## config.mk

```make
export PLATFORM = sky130hd
export DESIGN_NAME = bus_inv_codec
export DESIGN_NICKNAME = d
export VERILOG_FILES = /design/src/rtl/bus_inv_pkg.sv /design/src/rtl/bus_inv_ctrl.sv /design/src/rtl/bus_inv_datapath.sv /design/src/rtl/bus_inv_codec.sv
export SDC_FILE = /design/constraint.sdc
export NUM_CORES = 1
export LEC_CHECK = 0
export ABC_CLOCK_PERIOD_IN_PS = 13200
export BUFFER_PORTS_ARGS = -buffer_cell sky130_fd_sc_hd__buf_4
export CORE_MARGIN = 2
export CORE_UTILIZATION = 56
export CTS_CLUSTER_SIZE = 25
export DETAILED_ROUTE_END_ITERATION = 10
export PLACE_DENSITY = 0.9
export SYNTH_ARGS = -nofsm -noshare
export SYNTH_HDL_FRONTEND = slang
export SYNTH_SLANG_ARGS = --single-unit
```

## constraint.sdc

```tcl
create_clock -name clk -period 13.2 [get_ports clk]
set_input_delay 0.66 -clock clk [delete_from_list [all_inputs] [get_ports clk]]
set_output_delay 0.66 -clock clk [all_outputs]
set_load 0.02 [all_outputs]
```

## src/rtl/bus_inv_pkg.sv

```systemverilog
package bus_inv_pkg;
  typedef struct packed {
    logic loadWord;
    logic clearPrev;
    logic invEnable;
  } invStrobe_t;
endpackage

```

## src/rtl/bus_inv_ctrl.sv

```systemverilog
module bus_inv_ctrl
  import bus_inv_pkg::*;
(
  input  logic       clk,
  input  logic       rstN,
  input  logic       enableCmd,
  input  logic       burstStart,
  input  logic       wordValid,
  output invStrobe_t strobes
);
  logic enReg;

  always_ff @(posedge clk or negedge rstN) begin
    if (!rstN) enReg <= 1'b0;
    else if (enableCmd) enReg <= 1'b1;
  end

  always_comb begin
    strobes.loadWord  = wordValid;
    strobes.clearPrev = burstStart;
    strobes.invEnable = enReg;
  end

  // once on, stays on until reset
  a_r3_sticky_enable: assert property (@(posedge clk) disable iff (!rstN)
    enReg |=> enReg);
  // a pulse turns the feature on
  a_r3_pulse_enables: assert property (@(posedge clk) disable iff (!rstN)
    enableCmd |=> strobes.invEnable);
endmodule

```

## src/rtl/bus_inv_datapath.sv

```systemverilog
module bus_inv_datapath
  import bus_inv_pkg::*;
#(
  parameter int DATA_W = 16
) (
  input  logic              clk,
  input  logic              rstN,
  input  invStrobe_t        strobes,
  input  logic [DATA_W-1:0] rdData,
  output logic [DATA_W-1:0] busData,
  output logic              busInv,
  input  logic [DATA_W-1:0] pgmData,
  input  logic              pgmInv,
  output logic [DATA_W-1:0] pgmWord
);
  localparam int HALF_W = DATA_W / 2;
  localparam int THRESH = HALF_W + 1;
  localparam int CNT_W  = $clog2(DATA_W + 1);

  logic [DATA_W-1:0] prevWord;
  logic [DATA_W-1:0] baseWord;
  logic [DATA_W-1:0] toggleMask;
  logic [CNT_W-1:0]  toggleCnt;
  logic              doInv;
  logic [DATA_W-1:0] encWord;

  function automatic logic [CNT_W-1:0] popCount(input logic [DATA_W-1:0] v);
    logic [CNT_W-1:0] acc;
    acc = '0;
    for (int i = 0; i < DATA_W; i++) acc = acc + CNT_W'(v[i]);
    return acc;
  endfunction

  always_comb begin
    baseWord   = strobes.clearPrev ? '0 : prevWord;
    toggleMask = baseWord ^ rdData;
    toggleCnt  = popCount(toggleMask);
    doInv      = strobes.invEnable && (toggleCnt >= CNT_W'(THRESH));
    encWord    = doInv ? ~rdData : rdData;
  end

  always_ff @(posedge clk or negedge rstN) begin
    if (!rstN) begin
      prevWord <= '0;
      busData  <= '0;
      busInv   <= 1'b0;
    end else if (strobes.loadWord) begin
      prevWord <= encWord;
      busData  <= encWord;
      busInv   <= doInv;
    end else if (strobes.clearPrev) begin
      prevWord <= '0;
    end
  end

  genvar b;
  generate
    for (b = 0; b < DATA_W; b++) begin : g_pgmDecode
      assign pgmWord[b] = pgmData[b] ^ pgmInv;
    end
  endgenerate

  // at most HALF_W lines switch against the reference when enabled
  a_r5_bounded_toggles: assert property (@(posedge clk) disable iff (!rstN)
    (strobes.loadWord && strobes.invEnable) |=>
      ($countones(busData ^ $past(baseWord)) <= HALF_W));
  // the flag and the bus together restore the original word
  a_r5_restorable: assert property (@(posedge clk) disable iff (!rstN)
    strobes.loadWord |=> ((busInv ? ~busData : busData) == $past(rdData)));
  // pass-through while disabled
  a_r2_passthrough: assert property (@(posedge clk) disable iff (!rstN)
    (strobes.loadWord && !strobes.invEnable) |=> (!busInv && busData == $past(rdData)));
  // outputs hold without a valid word
  a_r8_hold: assert property (@(posedge clk) disable iff (!rstN)
    !strobes.loadWord |=> ($stable(busData) && $stable(busInv)));
  // a burst start without a word leaves a zero reference
  a_r7_clear: assert property (@(posedge clk) disable iff (!rstN)
    (strobes.clearPrev && !strobes.loadWord) |=> (prevWord == '0));
endmodule

```

## src/rtl/bus_inv_codec.sv

```systemverilog
module bus_inv_codec
  import bus_inv_pkg::*;
#(
  parameter int DATA_W = 16
) (
  input  logic              clk,
  input  logic              rstN,
  input  logic              enableCmd,
  input  logic              burstStart,
  input  logic              wordValid,
  input  logic [DATA_W-1:0] rdData,
  output logic [DATA_W-1:0] busData,
  output logic              busInv,
  input  logic [DATA_W-1:0] pgmData,
  input  logic              pgmInv,
  output logic [DATA_W-1:0] pgmWord
);
  invStrobe_t strobes;

  bus_inv_ctrl ctrl_i (
    .clk(clk), .rstN(rstN), .enableCmd(enableCmd),
    .burstStart(burstStart), .wordValid(wordValid), .strobes(strobes)
  );

  bus_inv_datapath #(.DATA_W(DATA_W)) dp_i (
    .clk(clk), .rstN(rstN), .strobes(strobes), .rdData(rdData),
    .busData(busData), .busInv(busInv),
    .pgmData(pgmData), .pgmInv(pgmInv), .pgmWord(pgmWord)
  );
endmodule

```

# Word level (Yosys, flattened, before mapping)
# Cells that the tools add are included.
[op_classes]
order_cmp = 1
addsub = 15
n_mux = 3
n_reduce_logical = 1
n_bitwise = 18
[op_table]
columns = ["op", "n"]
rows = [
  ["adder 5 x 1 -> 5 bit", 14],
  ["2-to-1 mux 16 bit", 3],
  ["NOT 16 bit", 1],
  ["bitwise XOR 1 bit", 16],
  ["bitwise XOR 16 bit", 1],
  ["greater-or-equal comparator 5 x 4 -> 1 bit, second input constant", 1],
  ["adder 1 x 1 -> 2 bit", 1],
  ["logical AND 1 bit", 1],
]
[word_totals]
ff_bits = 34
elab_cells = 42
out_inout_bits = 33

# Logic depth before layout (Yosys ltp)
# Gate-level depths: netlist of run 1.
[logic_depth]
depth_word = 21
mapped_depth = 18
depth_no_buf = 15

# Modules after synthesis
# Synthesis of run 1 repeated with hierarchy kept, for this count alone.
[hier_totals]
hier_cells = 293
area_unflattened_um2 = 2821.5
[by_module_without_submodules]
columns = ["mod", "cells_per_inst", "n_inst", "area_per_inst_um2"]
rows = [
  ["bus_inv_datapath", 288, 1, 2767.7],
  ["bus_inv_ctrl", 5, 1, 53.8],
]

# Least setup slack after synthesis of run 1
# OpenSTA, ideal clock, no wires.
[synth_path]
kind = "input port to flip-flop"
start = "in burstStart"
end = "reg dp_i.busData[0]"
path_stages = 18
t_required_ns = 13.110
path_slack_ns = 7.758
setup_ns = 0.090
path_buffers = 3
t_arrival_ns = 5.352
cell_sequence = "clkbuf_1 > nand2b_1 > xnor2_1 > ha_1 > fa_1 > fa_1 > fa_1 > inv_1 > fa_1 > fa_1 > inv_1 > fa_1 > nand2b_1 > a21oi_2 > or4_4 > buf_6 > buf_6 > o221ai_1"
[synth_between]
elab_chain_len = 20
[synth_lines]
columns = ["element", "line_no", "source"]
rows = [
  ["start: declaration", "bus_inv_codec.sv:9", "input logic burstStart,"],
  ["2-to-1 mux 16 bit *", "n/a", ""],
  ["bitwise XOR 16 bit *", "bus_inv_datapath.sv:36", "toggleMask = baseWord ^ rdData;"],
  ["adder 1 x 1 -> 2 bit", "bus_inv_datapath.sv:30", "for (int i = 0; i < DATA_W; i++) acc = acc + CNT_W'(v[i]);"],
  ["adder 5 x 1 -> 5 bit (13 in a row)", "bus_inv_datapath.sv:30", ""],
  ["adder 5 x 1 -> 5 bit *", "bus_inv_datapath.sv:30", ""],
  ["greater-or-equal comparator 5 x 4 -> 1 bit *", "bus_inv_datapath.sv:38", "doInv = strobes.invEnable && (toggleCnt >= CNT_W'(THRESH));"],
  ["logical AND 1 bit *", "bus_inv_datapath.sv:38", ""],
  ["2-to-1 mux 16 bit *", "bus_inv_datapath.sv:39", "encWord = doInv ? ~rdData : rdData;"],
  ["end signal: assignment", "bus_inv_datapath.sv:49", "busData <= encWord;"],
  ["end: declaration", "bus_inv_datapath.sv:10", "output logic [DATA_W-1:0] busData,"],
]
# Mark *: on every way between the ends. The rest lies on a longest branch, timed or not.
# A chain may end at the register's enable or synchronous reset.

# Final worst setup path of run 1
[layout_path]
start = "in burstStart"
end = "reg dp_i.busData[13]"
# The elaborated chain is that of the path after synthesis.

==> results of run 1 <==
-- per-stage QoR --
step                setup slack [ns]  area, sq um  hold WS (ns)   util
floorplan                       7.76         2400         0.364      -
global placement                7.15         2890         0.485  0.713
detailed placement              7.01         2890         0.494  0.713
CTS                             7.28         2970         0.331  0.732
global route                    7.04         2970         0.356  0.732
finish                          7.28         2970         0.317  0.732
-- layout make-up --
class,instances,area (sq um),share of cell area
Clock buffer,7,76.3,0.0257
Inverter,26,97.6,0.0329
Multi-Input combinational cell,156,1360,0.457
Sequential cell,34,851,0.287
Tap cell,50,62.6,0.0211
Timing Repair Buffer,70,526,0.177
-- final timing paths --
check	startpoint	end	depth (start not counted)
setup reg to reg	dp_i.prevWord[0]	dp_i.busData[13]	15
min in group clk	ctrl_i.enReg	ctrl_i.enReg	1
hold reg to reg	ctrl_i.enReg	ctrl_i.enReg	1
max in group asynchronous	rstN	dp_i.busData[8]	1
setup / recovery	burstStart	dp_i.busData[13]	16
hold / removal	rstN	dp_i.busData[3]	1
-- cells by family after synthesis --
kind of cell    after synthesis  share of synthesized area
flops                        34                      0.355
compound gates               54                      0.195
buf+inv                      42                     0.0788
xor+xnor                     32                      0.117
fa+ha+maj                    15                      0.110
simple gates                 55                      0.144
-- cells in the final DEF, fill, tap and decap left out, drive strengths merged --
cell and instances:
nand3b 1, nor2 1, fa 10, ha 5, o2111a 1, nand2b 17
o221ai 16, nor2b 5, buf 70, o211ai 16, nand2 1, o21ai 1
and2 16, a21oi 2, xor2 16, or2 13, inv 26, dfrtp 34
o41ai 16, xnor2 16, or4 1, clkbuf 7, a211o 2
-- registers in the layout, indices dropped and copies added, names as in the netlist --
register and cells:
dp_i.prevWord 16, ctrl_i.enReg 1, dp_i.busData 16, dp_i.busInv 1
-- worst max-delay path, stage by stage --
cell,delay (ns)
buf_4,0.17
nand2b_1,0.19
xnor2_1,0.14
ha_1,0.33
fa_1,0.54
fa_1,0.54
fa_1,0.55
inv_1,0.05
fa_1,0.50
fa_1,0.45
inv_1,0.08
fa_1,0.40
nand2b_1,0.16
a21oi_2,0.58
or4_4,0.51
o221ai_1,0.19
-- metal layers --
metal	GRT usage	vias up	part of all wire	routed length, um
li1	-	925	-	-
met1	0.328	945	0.41	2260
met2	0.391	62	0.52	2830
met3	0.0392	12	0.046	250
met4	0.0980	0	0.026	142
met5	0	-	0	0
==> summary.txt, run 1 <==
Job
  – Maxcap violations: 0

Status
  – Status: complete, no violations

Die
  – Std cell rows: 23
  – Die height: 69.4 um
  – Die Footprint: 0.00482 sq mm
  – Core area: 0.00406 sq mm
  – Boundary Pins: 71
  – Initial Util: 0.591
  – Die extent in x: 69.4 um

Cells and area
  – Area grow syn2layout: 23.9%
  – Layout cell share with drive strength beyond 1: 0.324
  – Nets: 346
  – Fill cells: about 310
  – Finished Layout Cells: 343
  – ANT cells: 0

Setup path
  – Startpoint types: primary input
  – CP max FO: 33
  – Setup CP Type: in -> reg
  – Crit path DAT: 6.05 ns
  – Setup crit end kind: flop
  – Worst EP required: 13.33 ns
  – Reg2reg setup slack: between 7 and 8 ns

STA
  – Max-slew headroom: 0.444
  – Final slew viol count: 0
  – Fin crit share: 0.449
  – Worst Tran Pin Value: 0.835 ns
  – Final Hold Fails: 0
  – Worst clock skew: ~0.005 ns
  – TNS Setup: 0 ns
  – RSZ-0062 raised after global routing: no
  – Final setup violation count: 0
  – Fmax: ~170 MHz
  – Final Critical Period: 5.92 ns

Drt
  – DR WL/cell: about 16 um
  – Detailed-route wire length: ~5500 um
  – Antenna-violating nets left: 0
  – First DRT Iteration DRCs: 195
  – Vias: 1,944
  – Pre-antenna DRT Iters: 4
  – DRC Markers: 0
  – Vias per cell: around 5.7

Clock tree
  – Clock root buffer: clkbuf_8
  – Cts bufs inserted: 5
  – CTS clk-pin slew, worst paths: roughly 0.070 ns
  – Resized Gates After CTS: 0
  – Clock Sinks: 34
  – Htree depth: 2
  – Post-CTS Setup Inserts: 0
  – CTS hold repair buffers: 0
  – CTS tree: built
  – CTS Buffer Depth: 2
  – Clk_lat worst skew: between 0.2 and 0.3 ns

Synth
  – Most common cell in the netlist: dfrtp_1
  – Synth area leader: dfrtp_1
  – Mean Syn Cell Area: 10.3 sq um
  – Ys flop type: dfrtp_1
  – Distinct cells, synth: 26
  – #FFs+latches synth: 34
  – Post-Syn Nets: approximately 290
  – Ranking of synthesized cells by area: dfrtp_1, fa_1, o221ai_1
  – Async set-reset flop share out of synthesis: 1.00
  – Syn Std Cell Area: between 0.002 and 0.0025 sq mm
  – Synth warn: 0
  – Post-Syn Instances: 232
  – EDFF count, synth: 0
  – Synth top cells by count: dfrtp_1, inv_1, nand2b_1
  – Seq/Total Area, Yosys: 0.355
  – Post-synth top area share: 0.355

Placement
  – HPWL reported at the end of detailed placement: between 3000 and 4000 um
  – GPL Wtd Cong: 0.758
  – IO buf count: 70
  – Placed Cells: 336

Hold path
  – Hold crit path type: in -> async

GRT
  – Total GRT Usage: 0.243
  – Largest net degree at the start of global routing: 51
  – Total gr overflow: 0
  – First-pass GRT wire length: 9500 um
  – Initial antenna violation count: 0
  – Vias in the first global route: around 2,000
Power of run 1 is not shown: default switching activity piles up to over one toggle a cycle in this logic, so the estimate is an artifact.
==> inputs of run 2 (changes only) <==
--- a/config.mk
+++ b/config.mk
@@ -5,13 +5,13 @@
 export SDC_FILE = /design/constraint.sdc
 export NUM_CORES = 1
 export LEC_CHECK = 0
-export ABC_CLOCK_PERIOD_IN_PS = 13200
+export ABC_CLOCK_PERIOD_IN_PS = 4750
 export BUFFER_PORTS_ARGS = -buffer_cell sky130_fd_sc_hd__buf_4
 export CORE_MARGIN = 2
-export CORE_UTILIZATION = 56
+export CORE_UTILIZATION = 47
 export CTS_CLUSTER_SIZE = 25
 export DETAILED_ROUTE_END_ITERATION = 10
-export PLACE_DENSITY = 0.9
+export PLACE_DENSITY = 0.81
 export SYNTH_ARGS = -nofsm -noshare
 export SYNTH_HDL_FRONTEND = slang
 export SYNTH_SLANG_ARGS = --single-unit
==> constraint.sdc (replaced) <==
create_clock -name clk -period 4.75 [get_ports clk]
set_input_delay 0.2375 -clock clk [delete_from_list [all_inputs] [get_ports clk]]
set_output_delay 0.2375 -clock clk [all_outputs]
set_load 0.02 [all_outputs]
==> run 2 against run 1 <==
  * Via count grew 6.3%
  * Clock-buffer cell count grew 1
  * Final cell count grew 11%
  * Utilization shrank 2.1 points
  * Wire length grew 5.7%
  * Sequential share of layout area shrank 3.8 points
  * Critical path depth is the same
  * Die area grew 18%
  * Non-clock buffer count grew 18
  * Clock skew shrank 0.00070 ns
  * Final area grew 15%
==> summary.txt, run 2 (synthesized netlist as in run 1, its figures left out) <==
Status
  – Status: complete, no violations

Drt
  – Vias per cell: ~5.4
  – Vias: 2,067
  – DR WL/cell: 15.3 um
  – Antenna-violating nets left: 0
  – First DRT Iteration DRCs: 69
  – DRC Markers: 0
  – Detailed-route wire length: 5800 um
  – Pre-antenna DRT Iters: 4

Cells and area
  – Fill cells: 378
  – ANT cells: 0
  – Finished Layout Cells: 380
  – Area grow syn2layout: 42.8%
  – Layout cell share with drive strength beyond 1: 0.435
  – Biggest regs: dp_i.busData (16), dp_i.prevWord (16)
  – Commonest non-fill, non-tap cell in the layout: buf_4
  – Post-layout util: 0.710
  – Commonest non-fill, non-tap cells in the layout: buf_4, dfrtp_1, inv_1
  – Nets: 365

Placement
  – HPWL reported at the end of detailed placement: 4080 um
  – IO buf count: 70
  – GPL Wtd Cong: slightly above 0.9
  – Place WS: -0.127 ns
  – Placed Cells: 370

STA
  – Final slew viol count: 0
  – Final Hold Fails: 0
  – RSZ-0062 raised after global routing: yes
  – Fmax: 214 MHz
  – Final setup violation count: 0
  – Setup ws final: 0.0679 ns
  – Worst Tran Pin Value: 0.996 ns
  – Worst clock skew: 0.00419 ns
  – Fin crit share: 0.986
  – Max-slew headroom: 0.335
  – Final Critical Period: 4.68 ns

Die
  – Std cell rows: 25
  – Die height: roughly 75 um
  – Die Footprint: ~0.0057 sq mm
  – Initial Util: 0.497
  – Core area: 0.00482 sq mm
  – Die extent in x: about 75 um
  – Boundary Pins: 71

Setup path
  – Worst EP required: 4.95 ns
  – Setup CP Type: reg -> reg
  – Worst flop-to-flop path endpoint: dp_i.prevWord[12]
  – Crit Reg-Reg Startpoint: dp_i.prevWord[1]
  – Setup crit end kind: flop
  – Critical Path Start: dp_i.prevWord[1]
  – Startpoint types: flop
  – CP max FO: 18
  – FF-to-FF path depth: 16
  – Crit path DAT: 4.89 ns
  – Reg2reg setup slack: 0.07 ns

Clock tree
  – Post-CTS Setup Inserts: 0
  – CTS clk-pin slew, worst paths: 0.07 ns
  – Htree depth: 2
  – Clock Sinks: 34
  – Clock root buffer: clkbuf_8
  – Cts bufs inserted: 5
  – Clk_lat worst skew: 0.29 ns
  – CTS Buffer Depth: 2
  – CTS tree: built

Hold path
  – Min-Delay Path Depth: 2
  – Min-Delay Startpoint: enableCmd
  – Hold crit path type: in -> reg
  – Hold path endpoint: ctrl_i.enReg

GRT
  – Vias in the first global route: between 1,500 and 2,000
  – Largest net degree at the start of global routing: a little over 50
  – Total GRT Usage: 0.203
  – Initial antenna violation count: 0
  – First-pass GRT wire length: 8590 um
  – Total gr overflow: 0

Job
  – Maxcap violations: 0
-- run 2: cell count changes in the layout (fill, tap and decap cells not counted), sizes merged --
cell and delta:
dlygate4sd3 +1, clkbuf +1, a21oi +1, buf +17
-- run 2: stage by stage --
stage | setup TNS (ns) | cell area (sq um) | hold slack (ns)
6_report | 0 | 3420 | 0.139
5_1_grt | -2.20 | 3420 | 0.144
4_1_cts | 0 | 3230 | 0.137
3_5_place_dp | -3.04 | 3100 | 0.213
3_3_place_gp | -1.16 | 3100 | 0.203
2_1_floorplan | 0 | 2440 | -0.0581
-- run 2: worst max-delay path, cell delays in order (launching register included) --
cell,delay [ns]
dfrtp_1,0.38
nand2b_4,0.06
xnor2_1,0.12
ha_1,0.30
fa_1,0.50
fa_1,0.42
fa_1,0.49
inv_1,0.05
fa_1,0.50
fa_2,0.21
inv_2,0.04
fa_2,0.51
nand2b_4,0.14
a21oi_4,0.05
or4_4,0.46
buf_12,0.18
o211ai_1,0.17
-- run 2: routing by layer --
metal	wire (um)	part of all wire	GRT usage
met1	2510	0.43	0.251
met2	2870	0.49	0.343
met3	307	0.053	0.0516
met4	111	0.019	0.0721
met5	0	0	0
-- run 2: area by class of cell --
type | instances | area (sq um) | area share
clock buffer | 8 | 110 | 0.0322
tap | 67 | 83.8 | 0.0245
inverter | 26 | 97.6 | 0.0285
sequential | 34 | 851 | 0.249
timing repair buffer | 88 | 688 | 0.201
multi-input combinational | 157 | 1590 | 0.465
-- run 2: worst max-delay path by stage --
stage	end	slack, ns	depth (start not counted)
2_1_floorplan	dp_i.busData[0]	0.02	18
3_3_place_gp	dp_i.busData[10]	-0.09	17
3_5_place_dp	dp_i.busData[1]	-0.13	17
4_1_cts	dp_i.busData[13]	0.002	16
5_1_grt	dp_i.busData[11]	-0.11	16
6_report	dp_i.prevWord[12]	0.07	16
-- run 2: repair_timing --
item	in CTS	in global routing
endpoints found under the hold margin	34	0
cloned	0	1
hold buffers	1	0
setup endpoints to repair	20	33
resized for setup	2	22
pin swaps	1	4
Power of run 2 is left out for the same reason.
==> inputs of run 3 (changes only) <==
--- a/config.mk
+++ b/config.mk
@@ -5,13 +5,14 @@
 export SDC_FILE = /design/constraint.sdc
 export NUM_CORES = 1
 export LEC_CHECK = 0
+export ABC_AREA = 1
 export ABC_CLOCK_PERIOD_IN_PS = 4750
 export BUFFER_PORTS_ARGS = -buffer_cell sky130_fd_sc_hd__buf_4
 export CORE_MARGIN = 2
-export CORE_UTILIZATION = 47
+export CORE_UTILIZATION = 46
 export CTS_CLUSTER_SIZE = 25
 export DETAILED_ROUTE_END_ITERATION = 10
-export PLACE_DENSITY = 0.81
+export PLACE_DENSITY = 0.8
 export SYNTH_ARGS = -nofsm -noshare
 export SYNTH_HDL_FRONTEND = slang
 export SYNTH_SLANG_ARGS = --single-unit
==> run 3 against run 2 <==
  * Flip-flop and latch count unchanged
  * Sequential share of layout area increased by 3.4 points
  * Wire length increased by 1.0%
  * Die area decreased by 5.3%
  * Utilization decreased by 6.8 points
  * Final cell count increased by 5.3%
  * Fmax increased by 0.43%
  * Critical endpoint unchanged
==> summary.txt, run 3 <==
Setup path
  – Worst path most repeated cell: fa_1
  – Worst flop-to-flop path endpoint: dp_i.prevWord[12]
  – Worst stage delay on the critical path: 0.52 ns
  – Worst path bufs/invs: 3
  – Setup crit end kind: flop
  – Crit-path cells: nand2_1 -> xor2_1 -> ha_1 -> fa_1 -> fa_1 -> fa_1 -> inv_1 -> fa_1 -> fa_2 -> inv_2 -> fa_2 -> nor2_1 -> o21ai_1 -> nand3_2 -> nand2_4 -> buf_6 -> nand3_1 -> nand3_2 -> nand2_2
  – Crit Reg-Reg Startpoint: dp_i.prevWord[1]
  – Crit-path leading delay family: adder cells
  – Worst EP required: a little under 5 ns
  – Startpoint types: flop
  – Critical Path Slowest Stage Cell: fa_1
  – FF-to-FF path depth: 19
  – Critical Path Start: dp_i.prevWord[1]
  – CP max FO: 8
  – Crit path DAT: 4.84 ns
  – Reg2reg setup slack: approximately 0.088 ns
  – Setup CP Type: reg -> reg

Cells and area
  – Nets: about 400
  – Commonest non-fill, non-tap cells in the layout: nand2_1, buf_4, nand3_1
  – ANT cells: 0
  – Fin area: 0.00302 sq mm
  – Post-layout util: 0.643
  – Layout cell share with drive strength beyond 1: 0.312
  – Area grow syn2layout: 36.2%
  – Finished Layout Cells: 400
  – Biggest regs: dp_i.busData (16), dp_i.prevWord (16)
  – Commonest non-fill, non-tap cell in the layout: nand2_1

Clock tree
  – Clock Sinks: 34
  – Htree depth: 2
  – CTS clk-pin slew, worst paths: ~0.070 ns
  – CTS Buffer Depth: 2
  – CTS tree: built
  – Clk_lat worst skew: 0.29 ns
  – Clock root buffer: clkbuf_8
  – Cts bufs inserted: 5

Drt
  – DR WL/cell: 14.6 um
  – Vias per cell: 5.26
  – First DRT Iteration DRCs: 109
  – Vias: 2,104
  – Detailed-route wire length: 5860 um
  – DRC Markers: 0
  – Pre-antenna DRT Iters: 4
  – Antenna-violating nets left: 0

Synth
  – Most common cell in the netlist: nand2_1
  – Seq/Total Area, Yosys: 0.384
  – EDFF count, synth: 0
  – Synth warn: 0
  – Distinct cells, synth: 19
  – Synth top cells by count: nand2_1, nand3_1, dfrtp_1
  – #FFs+latches synth: 34
  – Mean Syn Cell Area: between 8 and 9 sq um
  – Post-synth top area share: 0.384
  – Ys flop type: dfrtp_1
  – Post-Syn Instances: between 200 and 300
  – Synth area leader: dfrtp_1
  – Ranking of synthesized cells by area: dfrtp_1, nand2_1, xor2_1
  – Syn Std Cell Area: between 0.002 and 0.0025 sq mm
  – Async set-reset flop share out of synthesis: 1.00
  – Post-Syn Nets: 326

Hold path
  – Hold crit path type: in -> reg
  – Hold path endpoint: ctrl_i.enReg
  – Min-Delay Startpoint: enableCmd
  – Min-Delay Path Depth: 2

Placement
  – HPWL reported at the end of detailed placement: 4050 um
  – Placed Cells: slightly below 400
  – Placed inst area: 0.00279 sq mm
  – GPL Wtd Cong: 0.890
  – IO buf count: 70

Die
  – Die height: 73.4 um
  – Std cell rows: 25
  – Die Footprint: 0.00539 sq mm
  – Die extent in x: 73.4 um
  – Initial Util: 0.472
  – Boundary Pins: 71
  – Core area: roughly 0.0047 sq mm

STA
  – Worst clock skew: about 0.0021 ns
  – Worst Tran Pin Value: 0.961 ns
  – Final slew viol count: 0
  – Final Hold Fails: 0
  – RSZ-0062 raised after global routing: yes
  – Fin crit share: 0.982
  – Max-slew headroom: 0.355
  – Fmax: 214 MHz
  – Final setup violation count: 0
  – Final Critical Period: 4.66 ns

GRT
  – First-pass GRT wire length: 9190 um
  – Total gr overflow: 0
  – Vias in the first global route: 1,979
  – Largest net degree at the start of global routing: 35
  – Initial antenna violation count: 0
  – Total GRT Usage: 0.222

Job
  – Maxcap violations: 0

Status
  – Status: complete, no violations
-- run 3: timing repair --
item / 4_1_cts / 5_1_grt
pin swaps: 23 / 4
cloned: 1 / 0
endpoints found under the hold margin: 34 / 0
setup endpoints to repair: 32 / 33
hold buffers: 1 / 0
resized for setup: 15 / 7
buffers inserted: 1 / 0
-- run 3: final cells by class --
class | instances | area (sq um)
Clock buffer | 6 | 82.6
Timing Repair Buffer | 78 | 596
Sequential cell | 34 | 851
Tap cell | 54 | 67.6
Clock inverter | 2 | 16.3
Fill cell | 395 | 1680
Multi-Input combinational cell | 195 | 1290
Inverter | 31 | 116
-- run 3: logic make-up (layout without fill, tap and decap cells) --
| kind of cell | after synthesis | in the layout | synth area share |
|---|---|---|---|
| and+or+nand+nor | 143 | 144 | 0.277 |
| buffers and inverters | 45 | 117 | 0.0842 |
| DFF | 34 | 34 | 0.384 |
| xor gates and xnor gates | 32 | 32 | 0.127 |
| adders and majority gates | 15 | 15 | 0.119 |
| AOI/OAI and AO/OA | 4 | 4 | 0.00904 |
-- run 3: worst max-delay path by stage --
stage	to	cells past startpoint
after floorplan	dp_i.busData[10]	22
after global placement	dp_i.prevWord[15]	21
after detailed placement	dp_i.busData[7]	21
after CTS	dp_i.prevWord[1]	19
after global routing	dp_i.prevWord[12]	19
final	dp_i.prevWord[12]	19
-- run 3: per-layer routing --
layer,wire [um],vias up,GRT usage,share of wire
li1,-,985,-,-
met3,485,15,0.0398,0.083
met2,3020,102,0.385,0.52
met4,156,0,0.0788,0.027
met5,0,-,0,0
met1,2200,1002,0.278,0.37
-- run 3: per-stage QoR --
step                      setup slack [ns]  hold WS [ns]  setup TNS, ns
after floorplan                    0.00429       -0.0581              0
after global placement             0.00536         0.206              0
after detailed placement            -0.142         0.210          -3.51
after CTS                           0.0423         0.129              0
after global routing               -0.0740         0.125          -1.44
final                               0.0878         0.132              0
Power of run 3 is left out for the same reason.
